--- src/rtl/xpt_pkg.sv ---
package xpt_pkg;
  localparam int unsigned N_OUT  = 16;
  localparam int unsigned N_IN   = 16;
  localparam int unsigned SEL_W  = $clog2(N_IN);
  localparam int unsigned FLD_W  = SEL_W + 2;          // sel, en, gain
  localparam int unsigned WORD_W = N_OUT * FLD_W;
  localparam int unsigned ADDR_W = $clog2(N_OUT);
  localparam int unsigned CMD_W  = 16;
  localparam int unsigned EN_BIT = SEL_W;
  localparam int unsigned GN_BIT = SEL_W + 1;

  typedef struct packed {
    logic             gain;
    logic             en;
    logic [SEL_W-1:0] sel;
  } fld_t;
endpackage

--- src/rtl/xpt_rst_gen.sv ---
module xpt_rst_gen #(
  parameter int unsigned HOLD_CYC = 10
) (
  input  logic clk_i,
  input  logic rst_ni,
  input  logic supply_low_i,
  input  logic overtemp_i,
  output logic rst_n_o,   // async reset for enable flops
  output logic run_o      // same condition, for gating clocked writes
);
  localparam int unsigned CW = $clog2(HOLD_CYC + 2);

  logic [CW-1:0] cnt_q;
  logic          hold_done;

  always_ff @(posedge clk_i or posedge supply_low_i) begin
    if (supply_low_i)                 cnt_q <= '0;
    else if (cnt_q != CW'(HOLD_CYC))  cnt_q <= cnt_q + 1'b1;
  end

  assign hold_done = (cnt_q == CW'(HOLD_CYC));
  assign rst_n_o   = rst_ni & ~supply_low_i & ~overtemp_i & hold_done;
  assign run_o     = rst_ni & ~supply_low_i & ~overtemp_i & hold_done;
endmodule

--- src/rtl/xpt_stage_reg.sv ---
module xpt_stage_reg
  import xpt_pkg::*;
(
  input  logic              clk_i,
  input  logic              shift_en_i,
  input  logic              shift_d_i,
  input  logic              par_load_i,
  input  logic [WORD_W-1:0] par_word_i,
  input  logic              wr_en_i,
  input  logic [ADDR_W-1:0] wr_addr_i,
  input  fld_t              wr_fld_i,
  output logic [WORD_W-1:0] stage_o
);
  logic [WORD_W-1:0] stage_q, stage_d;

  always_comb begin
    stage_d = stage_q;
    if (par_load_i)      stage_d = par_word_i;
    else if (shift_en_i) stage_d = {stage_q[WORD_W-2:0], shift_d_i};
    for (int i = 0; i < int'(N_OUT); i++) begin
      if (wr_en_i && (wr_addr_i == ADDR_W'(i)))
        stage_d[i*FLD_W +: FLD_W] = wr_fld_i;
    end
  end

  // staging image is never reset
  always_ff @(posedge clk_i) stage_q <= stage_d;

  assign stage_o = stage_q;
endmodule

--- src/rtl/xpt_active_latch.sv ---
module xpt_active_latch
  import xpt_pkg::*;
(
  input  logic                   clk_i,
  input  logic                   rst_n_i,
  input  logic                   run_i,
  input  logic                   update_i,
  input  logic [WORD_W-1:0]      stage_i,
  input  logic                   wr_en_i,
  input  logic [ADDR_W-1:0]      wr_addr_i,
  input  fld_t                   wr_fld_i,
  output logic [N_OUT*SEL_W-1:0] sel_o,
  output logic [N_OUT-1:0]       en_o,
  output logic [N_OUT-1:0]       gain_o
);
  for (genvar g = 0; g < int'(N_OUT); g++) begin : g_out
    logic             hit;
    fld_t             src;
    logic             en_q;
    logic             gain_q;
    logic [SEL_W-1:0] sel_q;

    assign hit = run_i & wr_en_i & (wr_addr_i == ADDR_W'(g));
    assign src = hit ? wr_fld_i : fld_t'(stage_i[g*FLD_W +: FLD_W]);

    always_ff @(posedge clk_i or negedge rst_n_i) begin
      if (!rst_n_i)                       en_q <= 1'b0;
      else if (hit || (run_i && update_i)) en_q <= src.en;
    end

    // routing and gain survive reset
    always_ff @(posedge clk_i) begin
      if (hit || (run_i && update_i)) begin
        sel_q  <= src.sel;
        gain_q <= src.gain;
      end
    end

    assign en_o[g]                 = en_q;
    assign gain_o[g]               = gain_q;
    assign sel_o[g*SEL_W +: SEL_W] = sel_q;
  end
endmodule

--- src/rtl/xpt_ctrl_latch.sv ---
module xpt_ctrl_latch
  import xpt_pkg::*;
#(
  parameter int unsigned POR_HOLD_CYC = 10
) (
  input  logic                   clk_i,
  input  logic                   rst_ni,
  input  logic                   supply_low_i,
  input  logic                   overtemp_i,
  input  logic                   shift_en_i,
  input  logic                   shift_d_i,
  input  logic                   par_load_i,
  input  logic [WORD_W-1:0]      par_word_i,
  input  logic                   update_i,
  input  logic                   cmd_valid_i,
  input  logic [CMD_W-1:0]       cmd_i,
  output logic [N_OUT*SEL_W-1:0] sel_o,
  output logic [N_OUT-1:0]       en_o,
  output logic [N_OUT-1:0]       gain_o
);
  logic              rst_n_int;
  logic              run;
  logic [WORD_W-1:0] stage;
  logic [ADDR_W-1:0] cmd_addr;
  fld_t              cmd_fld;
  logic              cmd_wr;

  assign cmd_addr = cmd_i[CMD_W-1 -: ADDR_W];
  assign cmd_fld  = fld_t'(cmd_i[FLD_W-1:0]);
  assign cmd_wr   = cmd_valid_i & run;

  xpt_rst_gen #(.HOLD_CYC(POR_HOLD_CYC)) rst_gen_i (
    .clk_i        (clk_i),
    .rst_ni       (rst_ni),
    .supply_low_i (supply_low_i),
    .overtemp_i   (overtemp_i),
    .rst_n_o      (rst_n_int),
    .run_o        (run)
  );

  xpt_stage_reg stage_i (
    .clk_i      (clk_i),
    .shift_en_i (shift_en_i),
    .shift_d_i  (shift_d_i),
    .par_load_i (par_load_i),
    .par_word_i (par_word_i),
    .wr_en_i    (cmd_wr),
    .wr_addr_i  (cmd_addr),
    .wr_fld_i   (cmd_fld),
    .stage_o    (stage)
  );

  xpt_active_latch act_i (
    .clk_i     (clk_i),
    .rst_n_i   (rst_n_int),
    .run_i     (run),
    .update_i  (update_i),
    .stage_i   (stage),
    .wr_en_i   (cmd_valid_i),
    .wr_addr_i (cmd_addr),
    .wr_fld_i  (cmd_fld),
    .sel_o     (sel_o),
    .en_o      (en_o),
    .gain_o    (gain_o)
  );
endmodule

--- config.mk ---
export PLATFORM = sky130hd
export DESIGN_NAME = xpt_ctrl_latch
export DESIGN_NICKNAME = d
export VERILOG_FILES = /design/src/rtl/xpt_pkg.sv /design/src/rtl/xpt_rst_gen.sv /design/src/rtl/xpt_stage_reg.sv /design/src/rtl/xpt_active_latch.sv /design/src/rtl/xpt_ctrl_latch.sv
export SDC_FILE = /design/constraint.sdc
export NUM_CORES = 1
export LEC_CHECK = 0
export CELL_PAD_IN_SITES_DETAIL_PLACEMENT = 0
export CELL_PAD_IN_SITES_GLOBAL_PLACEMENT = 1
export CORE_UTILIZATION = 43
export CTS_BUF_LIST = sky130_fd_sc_hd__clkbuf_4
export CTS_CLUSTER_SIZE = 30
export DETAILED_ROUTE_END_ITERATION = 10
export MAX_ROUTING_LAYER = met4
export PLACE_DENSITY = 0.93
export SYNTH_ARGS = -nofsm -noshare
export SYNTH_HDL_FRONTEND = slang
export SYNTH_HIERARCHICAL = 1
export SYNTH_SLANG_ARGS = --single-unit
export TNS_END_PERCENT = 30
--- constraint.sdc ---
create_clock -name clk_i -period 1.86 [get_ports clk_i]
set_clock_uncertainty 0.2 [all_clocks]
set_input_delay 0.465 -clock clk_i [delete_from_list [all_inputs] [get_ports clk_i]]
set_output_delay 0.465 -clock clk_i [all_outputs]
set_load 0.05 [all_outputs]
# After elaboration in Yosys (flattened, before gate mapping)
# Cells that the tools add are included.
# totals
regBits	196
inputBits	121
output_inout_bits	96
elab_cells	189
# classes
n_addsub	1
eq_ne	17
muxes	34
bitwise	22
n_reduce_logical	50
# ops
op	n
$mux 6	32
$mux 96	2
$reduce_bool 3->1	16
$eq 4x4->1 const B	9
$and 1x1->1	20
$logic_and 1x1->1	17
$eq 4x3->1 const B	4
$logic_or 1x1->1	16
$eq 4x2->1 const B	2
$add 4x1->4 const B	1
$eq 4x1->1 const B	1
$logic_not 4->1	1
$ne 4x4->1 const B	1
$not 1->1	2

# Logic depth before layout (Yosys ltp)
# Gate-level depths: netlist of run 1.
# logic_depth
ltp_word	7
ltp_mapped	11

# By module
# Netlist of run 1, hierarchy kept.
# by_module_without_submodules
module	instances	cells_per_inst	area_per_inst_um2
xpt_stage_reg	1	383	5340.1
xpt_active_latch	1	295	4570.6
xpt_rst_gen	1	18	240.2
xpt_ctrl_latch	1	1	6.3

# Worst setup path after synthesis of run 1
# Ideal clock, no wire load.
# synth_timing
kind	flip-flop to flip-flop
start	register rst_gen_i.cnt_q[0]
end	register stage_i.stage_q[72] (netlist: stage_i/stage_o[72]) (data pin)
setup_ns	0.260
t_arrival_ns	2.878
path_slack_ns	-1.478
path_stages_with_launch	11
period_less_slack_ns	3.338
path_cell_list	dfrtp_1 -> inv_1 -> ha_1 -> nand3b_4 -> nor4b_4 -> buf_4 -> and2_1 -> nor3b_2 -> and3_1 -> buf_2 -> mux2_2
# synth_between
elab_chain_len	5
# synth_lines
item	line	rtl
start, declared	xpt_rst_gen.sv:13	logic [CW-1:0] cnt_q;
start signal, assigned	xpt_rst_gen.sv:18	else if (cnt_q != CW'(HOLD_CYC)) cnt_q <= cnt_q + 1'b1;
$eq 4x4->1	xpt_rst_gen.sv:21	assign hold_done = (cnt_q == CW'(HOLD_CYC));
$and 1x1->1	-	
via rst_n_int	xpt_ctrl_latch.sv:21	logic rst_n_int;
$and 1x1->1	xpt_ctrl_latch.sv:30	assign cmd_wr = cmd_valid_i & run;
via cmd_wr	xpt_ctrl_latch.sv:26	logic cmd_wr;
$logic_and 1x1->1	xpt_stage_reg.sv:21	if (wr_en_i && (wr_addr_i == ADDR_W'(i)))
$mux 6	xpt_stage_reg.sv:21	
via stage_i.stage_d[72]	xpt_stage_reg.sv:14	logic [WORD_W-1:0] stage_q, stage_d;
end signal, assigned	xpt_stage_reg.sv:27	always_ff @(posedge clk_i) stage_q <= stage_d;
end, declared	xpt_stage_reg.sv:14	
# The timed path passes the listed nets, and every way through them passes these cells.
# A chain may end at the register's enable or synchronous reset.

# Worst setup path in the final report of run 1
# layout_timing
start	register rst_gen_i.cnt_q[0]
end	register stage_i.stage_q[39] (netlist: stage_i/stage_o[39]) (data pin)
# Same word-level chain as after synthesis.

==> results of run 1 <==
==> cell type report <==
| class | instances | area (sq um) |
|---|---|---|
| Multi-Input combinational cell | 425 | 4750 |
| Clock buffer | 17 | 128 |
| Tap cell | 313 | 392 |
| Antenna cell | 3 | 7.51 |
| Inverter | 3 | 11.3 |
| Sequential cell | 196 | 5790 |
| Fill cell | 1559 | 7420 |
| Timing Repair Buffer | 325 | 4270 |
| Clock inverter | 15 | 146 |
==> power groups by stage <==
stage               Combinational [mW]  Sequential [mW]  Clock, mW
CTS                               2.63             5.56       2.34
floorplan                         1.41             5.58          0
global placement                  2.44             5.64          0
global route                      2.84             5.60       2.50
detailed placement                2.49             5.65          0
finish                            2.71             5.57       2.30
==> per-stage QoR <==
stage / TNS [ps] / util, %
2_1_floorplan: -433370 / -
6_report: -220400 / 67.6
5_1_grt: -264390 / 67.6
4_1_cts: -236450 / 65.6
3_3_place_gp: -322420 / 61.5
3_5_place_dp: -340530 / 61.5
==> state kept, by name, summed over array words and instances, names as in the netlist <==
name / count
stage_i/stage_o: 96
act_i/g_out.en_q: 16
rst_gen_i/cnt_q: 4
act_i/g_out.gain_q: 16
act_i/g_out.sel_q: 64
==> layer usage <==
metal | vias up | wire length, um
met5 | - | 0
met3 | 32 | 1580
li1 | 3161 | -
met4 | 0 | 554
met1 | 3423 | 11500
met2 | 252 | 14200
==> synthesized netlist by cell type, drive strengths merged <==
library cell and number:
mux2 256, edfxtp 176, buf 47, o21ai 42, clkbuf 26, mux2i 26, nand3 26, nand2 21
nor2 21, dfrtp 20, nand2b 10, nand3b 4, and3 3, inv 3, ha 2, nand4b 2
nor2b 2, xnor2 2, a21bo 1, and2 1, and3b 1, and4bb 1, nand4 1, nor3b 1
nor4b 1, or3 1
==> worst max path at each step <==
stage	cells past startpoint	to	start
floorplan	10	stage_i/stage_o[72]$_DFFE_PP_	rst_gen_i/cnt_q[0]$_DFFE_PP0P_
global placement	7	stage_i/stage_o[15]$_DFFE_PP_	overtemp_i
detailed placement	8	stage_i/stage_o[39]$_DFFE_PP_	overtemp_i
CTS	11	act_i/g_out[6].sel_q[1]$_DFFE_PP_	rst_gen_i/cnt_q[0]$_DFFE_PP0P_
global route	11	stage_i/stage_o[39]$_DFFE_PP_	rst_gen_i/cnt_q[0]$_DFFE_PP0P_
finish	11	stage_i/stage_o[39]$_DFFE_PP_	rst_gen_i/cnt_q[0]$_DFFE_PP0P_
==> logic make-up after synthesis <==
family                   synth area share (%)
AND/OR/NAND/NOR                          5.22
buffers and inverters                    4.29
multiplexers                             30.9
flip-flops                               57.0
AO/OA/AOI/OAI                            2.17
adder cells (fa/ha/maj)                 0.246
XOR/XNOR                                0.172
==> what timing repair did <==
action,CTS,global route
buffers inserted,11,14
gates resized for setup,163,104
setup endpoints to repair,464,464
pin swaps,21,17
hold buffers,1,0
hold endpoints to repair,4,0
==> worst max-delay path: cells and delay by family (launching register included) <==
kind / cells / cell delay [ps]
simple gates: 5 / 780
buf+inv: 4 / 530
flops: 1 / 430
mux: 1 / 290
fa+ha+maj: 1 / 140
==> impl_metrics.ini, run 1 <==
[status]
status = finished with violations
violations = setup timing

[pwr]
power_frac_clock_pct = 21.7
intPower_mw = 7.52
p_per_area_nw_per_um2 = 683
seq_power_share_pct = 52.6
combinationalPowerShare_pct = 25.6
leakagePower_nw = 5.96
p_sw_mw = 3.06
switching_share_pct = 28.9
ir_worst_vdd_mv = 0.427
p_total_mw = 10.6

[setup_path]
crit_arrival_ps = 2770
cp_cell_sequence = inv_2 > ha_4 > nand3b_4 > nor4b_4 > buf_6 > and2_4 > nand3b_4 > buf_6 > nor2_4 > buf_4 > mux2_4
r2r_start = rst_gen_i/cnt_q[0]$_DFFE_PP0P_
reg2reg_depth = 11
cpPeakStageDelay_ps = 430
r2r_setup_slack_ps = -760
slowest_stage = dfrtp_1
critPathRequiredTime_ps = 2010
reg2reg_to = stage_i/stage_o[39]$_DFFE_PP_
cp-start-kind = flip-flop
critPathKind = flip-flop to flip-flop
crit_path_end_kind = flip-flop
path_max_fanout = 6

[floorplanning]
dieArea_sq_um = 24200
die_y_um = 156
design.core.area_sq_um = 22900
start_util_pct = 44.3
ioPinCount = 217
row_count = 55
die_x_um = 156

[drt]
wl_per_cell_um = 21.4
drt_iter0_drc = 434
ant_nets = 0
viasPerCell = 5.30
first_pass_iters = 5
post-route-drc-count = 0
drt_wl_total_um = 27800
vias = 6868

[synth]
synth_warnings = 6
syn_inst = 697
netlist_area_sq_um = 10200
syn_area_per_cell_sq_um = 14.6
yosysSeqAreaShare_pct = 57.0
synth_cell_types = 29
synth_area_leaders = edfxtp_1 52%, mux2_2 28%, dfrtp_1 4.9%, buf_4 2.7%, mux2i_1 2.6%
synthesis.nets = 820
yosysTopAreaCell = edfxtp_1
yosys.area.top_type_share_pct = 52.0
ys_ff_latch = 196

[grt]
gr-total-overflow = 0
first_global_vias = 7276
use_met2_pct = 40.8
antenna_found_initial = 3
grt.total_usage_pct = 24.1
grt_util_met3_pct = 4.53
grt_pass1_wl_um = 42300
grt_max_degree = 33
grt.met1_usage_pct = 29.3
gr-max-usage-layer = met2

[timing]
rsz0062_at_grt = true
maxSlewHeadroom_pct = 34.4
setup_viol = 435
finalHoldViolations = 0
final_max_slew_viol_count = 0
fin_ws_ps = -761
fmax_mhz = 381
worst_hold_slack_ps = 302
fin_crit_sh_pct = 141
tightestPinTransition_ps = 982
period_needed_ps = 2620

[place]
dp_cells = 1237
place_ws_ps = -1110
numPortBuffers = 210
place_congestion = 0.799
dpl_cell_area_sq_um = 14100
hpwlAfterDp_um = 19400

[cells_and_area]
layout-drive-gt1-share_pct = 58.9
instances_no_fill = 1297
layout_commonest_cell = edfxtp_1
final_cell_mix = 176 x edfxtp_1, 170 x mux2_2, 113 x clkdlybuf4s50_1, 106 x buf_12, 86 x mux2_4
fin_area_sq_um = 15500
syn_to_final_growth_pct = 52.5
layout.nets = 1091

[clocking]
clkSinkCount = 196
cts_max_level = 4
cts_buffer_depth = 2
root_buffer = clkbuf_4
clk_latency_ps = 590
cts_tree = yes
numCtsBuffers = 17
path_clk_slew_ps = 170

[min_path]
hold_class = primary input to flip-flop
min_to = stage_i/stage_o[27]$_DFFE_PP_
hold_depth = 3
hold_path.startpoint = par_load_i

[flow_run]
drv_cap = 0
Note: power is estimated with default switching activity, not from simulation.
==> run 2: changes to the inputs <==
--- a/config.mk
+++ b/config.mk
@@ -5,6 +5,7 @@
 export SDC_FILE = /design/constraint.sdc
 export NUM_CORES = 1
 export LEC_CHECK = 0
+export CAP_MARGIN = 10
 export CELL_PAD_IN_SITES_DETAIL_PLACEMENT = 0
 export CELL_PAD_IN_SITES_GLOBAL_PLACEMENT = 1
 export CORE_UTILIZATION = 43
==> results of run 2 <==
The final DEF is identical to that of run 1; final timing and power are the same.
==> run 3: changes to the inputs <==
--- a/config.mk
+++ b/config.mk
@@ -5,10 +5,11 @@
 export SDC_FILE = /design/constraint.sdc
 export NUM_CORES = 1
 export LEC_CHECK = 0
-export CAP_MARGIN = 10
+export ABC_AREA = 1
+export CAP_MARGIN = 20
 export CELL_PAD_IN_SITES_DETAIL_PLACEMENT = 0
 export CELL_PAD_IN_SITES_GLOBAL_PLACEMENT = 1
-export CORE_UTILIZATION = 43
+export CORE_UTILIZATION = 39
 export CTS_BUF_LIST = sky130_fd_sc_hd__clkbuf_4
 export CTS_CLUSTER_SIZE = 30
 export DETAILED_ROUTE_END_ITERATION = 10
==> run 3 against run 2 <==
The run still ends with setup timing left. Worst setup slack gained 420 ps. Synthesized cell count grew 85%. Combinational power shrank 6%. Critical path depth shrank 1. Sequential power shrank 1%. Wire length grew 24%. Cell count grew 47%. Critical path type unchanged. Critical endpoint is now act_i/g_out[7].sel_q[0]$_DFFE_PP_.
==> impl_metrics.ini, run 3 <==
[status]
status = finished with violations
violations = setup timing

[grt]
grt.total_usage_pct = 25.2
antenna_found_initial = 5
grt_pass1_wl_um = 51200
gr-total-overflow = 0
grt_max_degree = 55
first_global_vias = 9381

[synth]
synth_area_leaders = edfxtp_1 50%, nand2_1 18%, o21ai_0 8.9%, dfrtp_1 4.7%, inv_1 4.3%
synth_edf_count = 176
synthTopCellsByCount = 518 x nand2_1, 188 x o21ai_0, 176 x edfxtp_1, 121 x inv_1, 56 x nand3_1
synthesis.nets = 1409
syn_inst = 1286
netlist_area_sq_um = 10600
synth_cell_types = 21
ys_ff_latch = 196
yosysSeqAreaShare_pct = 54.7
syn_area_per_cell_sq_um = 8.23
yosysTopAreaCell = edfxtp_1
synth_flop_cell = edfxtp_1
synth.most_common_cell = nand2_1
yosys.area.top_type_share_pct = 49.9
synth_warnings = 6
async_flop_share_pct = 10.2

[setup_path]
critPathKind = flip-flop to flip-flop
critPathRequiredTime_ps = 2000
r2r_setup_slack_ps = -340
r2r_start = rst_gen_i/cnt_q[0]$_DFFE_PP0P_
reg2reg_to = act_i/g_out[7].sel_q[0]$_DFFE_PP_
crit_path_end_kind = flip-flop
reg2reg_depth = 10
path_max_fanout = 6
cp-start-kind = flip-flop
crit_arrival_ps = 2340

[drt]
drt_iter0_drc = 1018
ant_nets = 0
wl_per_cell_um = 18.0
drt_wl_total_um = 34400
post-route-drc-count = 0
first_pass_iters = 6
viasPerCell = 5.17
vias = 9855

[timing]
fmax_mhz = 454
fin_crit_sh_pct = 119
worst_hold_slack_ps = 245
period_needed_ps = 2200
setup_viol = 454
fin_ws_ps = -344
tightestPinTransition_ps = 479
rsz0062_at_grt = true
finalHoldViolations = 0
final_max_slew_viol_count = 0
maxSlewHeadroom_pct = 67.9

[min_path]
min_to = stage_i/stage_o[84]$_DFFE_PP_
hold_class = primary input to flip-flop
hold_path.startpoint = par_load_i
hold_depth = 4

[floorplanning]
die_y_um = 167
ioPinCount = 217
design.core.area_sq_um = 26400
dieArea_sq_um = 27800
start_util_pct = 40.2
row_count = 59
die_x_um = 167

[clocking]
clkSinkCount = 196
cts_max_level = 4
cts_tree = yes
root_buffer = clkbuf_4
numCtsBuffers = 17
clk_latency_ps = 590
path_clk_slew_ps = 150
cts_buffer_depth = 2

[cells_and_area]
layout_commonest_cell = nand2_1
layout.nets = 1679
layout-drive-gt1-share_pct = 25.3
final_cell_mix = 453 x nand2_1, 176 x edfxtp_1, 165 x o21ai_0, 122 x buf_12, 117 x inv_1
syn_to_final_growth_pct = 52.0
largest_reg_flops = 96
nFillCells = 2107
final_util_pct = 61.0
instances_no_fill = 1907

[place]
place_congestion = 0.892
dp_cells = 1857
hpwlAfterDp_um = 24900
numPortBuffers = 210

[pwr]
leakagePower_nw = 6.99
ir_worst_vdd_mv = 0.351
p_per_area_nw_per_um2 = 650

[flow_run]
drv_cap = 0
==> run 3: cell count changes in the layout (fill, tap and decap cells not counted), sizes merged, moves of 38 or more <==
cell,previous run,this run
inv,10,124
o21ai,42,204
nand4,1,45
mux2,256,0
nand3,26,64
nand2,21,520
==> run 3: layout make-up <==
type	count	area (sq um)	area share, %
clock inverter	13	159	0.988
antenna	5	12.5	0.0778
clock buffer	17	128	0.794
inverter	123	477	2.96
tap	335	419	2.61
multi-input combinational	865	4590	28.5
sequential	196	5790	36.0
timing repair buffer	353	4510	28.1
==> run 3: metal layers <==
layer	wire length, um	track usage (%)	share of wire [%]	vias up
met1	13500	30.7	39	4469
met4	1200	11.2	3.5	0
met5	0	-	0	-
li1	-	-	-	4765
met2	16900	40.9	49	534
met3	2840	4.68	8.3	87
==> run 3: critical path, cell delays in order (launching register included) <==
cell and delay (ps):
dfrtp_1 440, inv_2 80, ha_4 140, nand3_4 80, nor2_4 190, nand2_2 150
nor2_4 210, nand2_2 120, buf_4 170, nand2_1 50, o21ai_0 110
==> run 3: timing repair <==
item                                    in CTS  in global routing
setup buffers                                3                  6
hold buffers                                 1                  0
pin swaps                                   18                 34
cloned                                       5                  2
hold endpoints to repair                     4                  0
endpoints found under the setup margin     464                464
resized for setup                           54                 81
==> run 3: worst max-delay path by stage <==
| stage | startpoint | to | slack [ps] | cells past startpoint |
|---|---|---|---|---|
| 2_1_floorplan | rst_gen_i/cnt_q[0]$_DFFE_PP0P_ | stage_i/stage_o[30]$_DFFE_PP_ | -620 | 11 |
| 3_3_place_gp | supply_low_i | stage_i/stage_o[33]$_DFFE_PP_ | -780 | 9 |
| 3_5_place_dp | supply_low_i | stage_i/stage_o[36]$_DFFE_PP_ | -830 | 9 |
| 4_1_cts | rst_gen_i/cnt_q[0]$_DFFE_PP0P_ | act_i/g_out[1].sel_q[2]$_DFFE_PP_ | -360 | 10 |
| 5_1_grt | rst_gen_i/cnt_q[0]$_DFFE_PP0P_ | act_i/g_out[7].sel_q[0]$_DFFE_PP_ | -430 | 10 |
| 6_report | rst_gen_i/cnt_q[0]$_DFFE_PP0P_ | act_i/g_out[7].sel_q[0]$_DFFE_PP_ | -340 | 10 |
==> run 3: per-stage QoR <==
step	power (mW)	TNS, ps	worst slack (ps)	area [sq um]
after floorplan	6.79	-201090	-623	11000
final	10.4	-94850	-344	16100
after detailed placement	8.03	-261290	-826	15100
after global placement	7.99	-247000	-775	15100
after global routing	10.8	-132660	-426	16100
after CTS	10.4	-118260	-363	15700
==> run 3: cell families after synthesis <==
group	after synthesis	synth area share, %
fa+ha+maj	2	0.236
compound gates	204	9.65
buf+inv	231	9.91
flops	196	54.7
simple gates	653	25.5
==> run 3: report_power, final <==
group          total (mW)  switching, mW  internal, mW  leakage (nW)
Clock                2.39           1.47         0.921         0.152
Sequential           5.50          0.271          5.23          1.99
Combinational        2.55           1.40          1.15          4.85
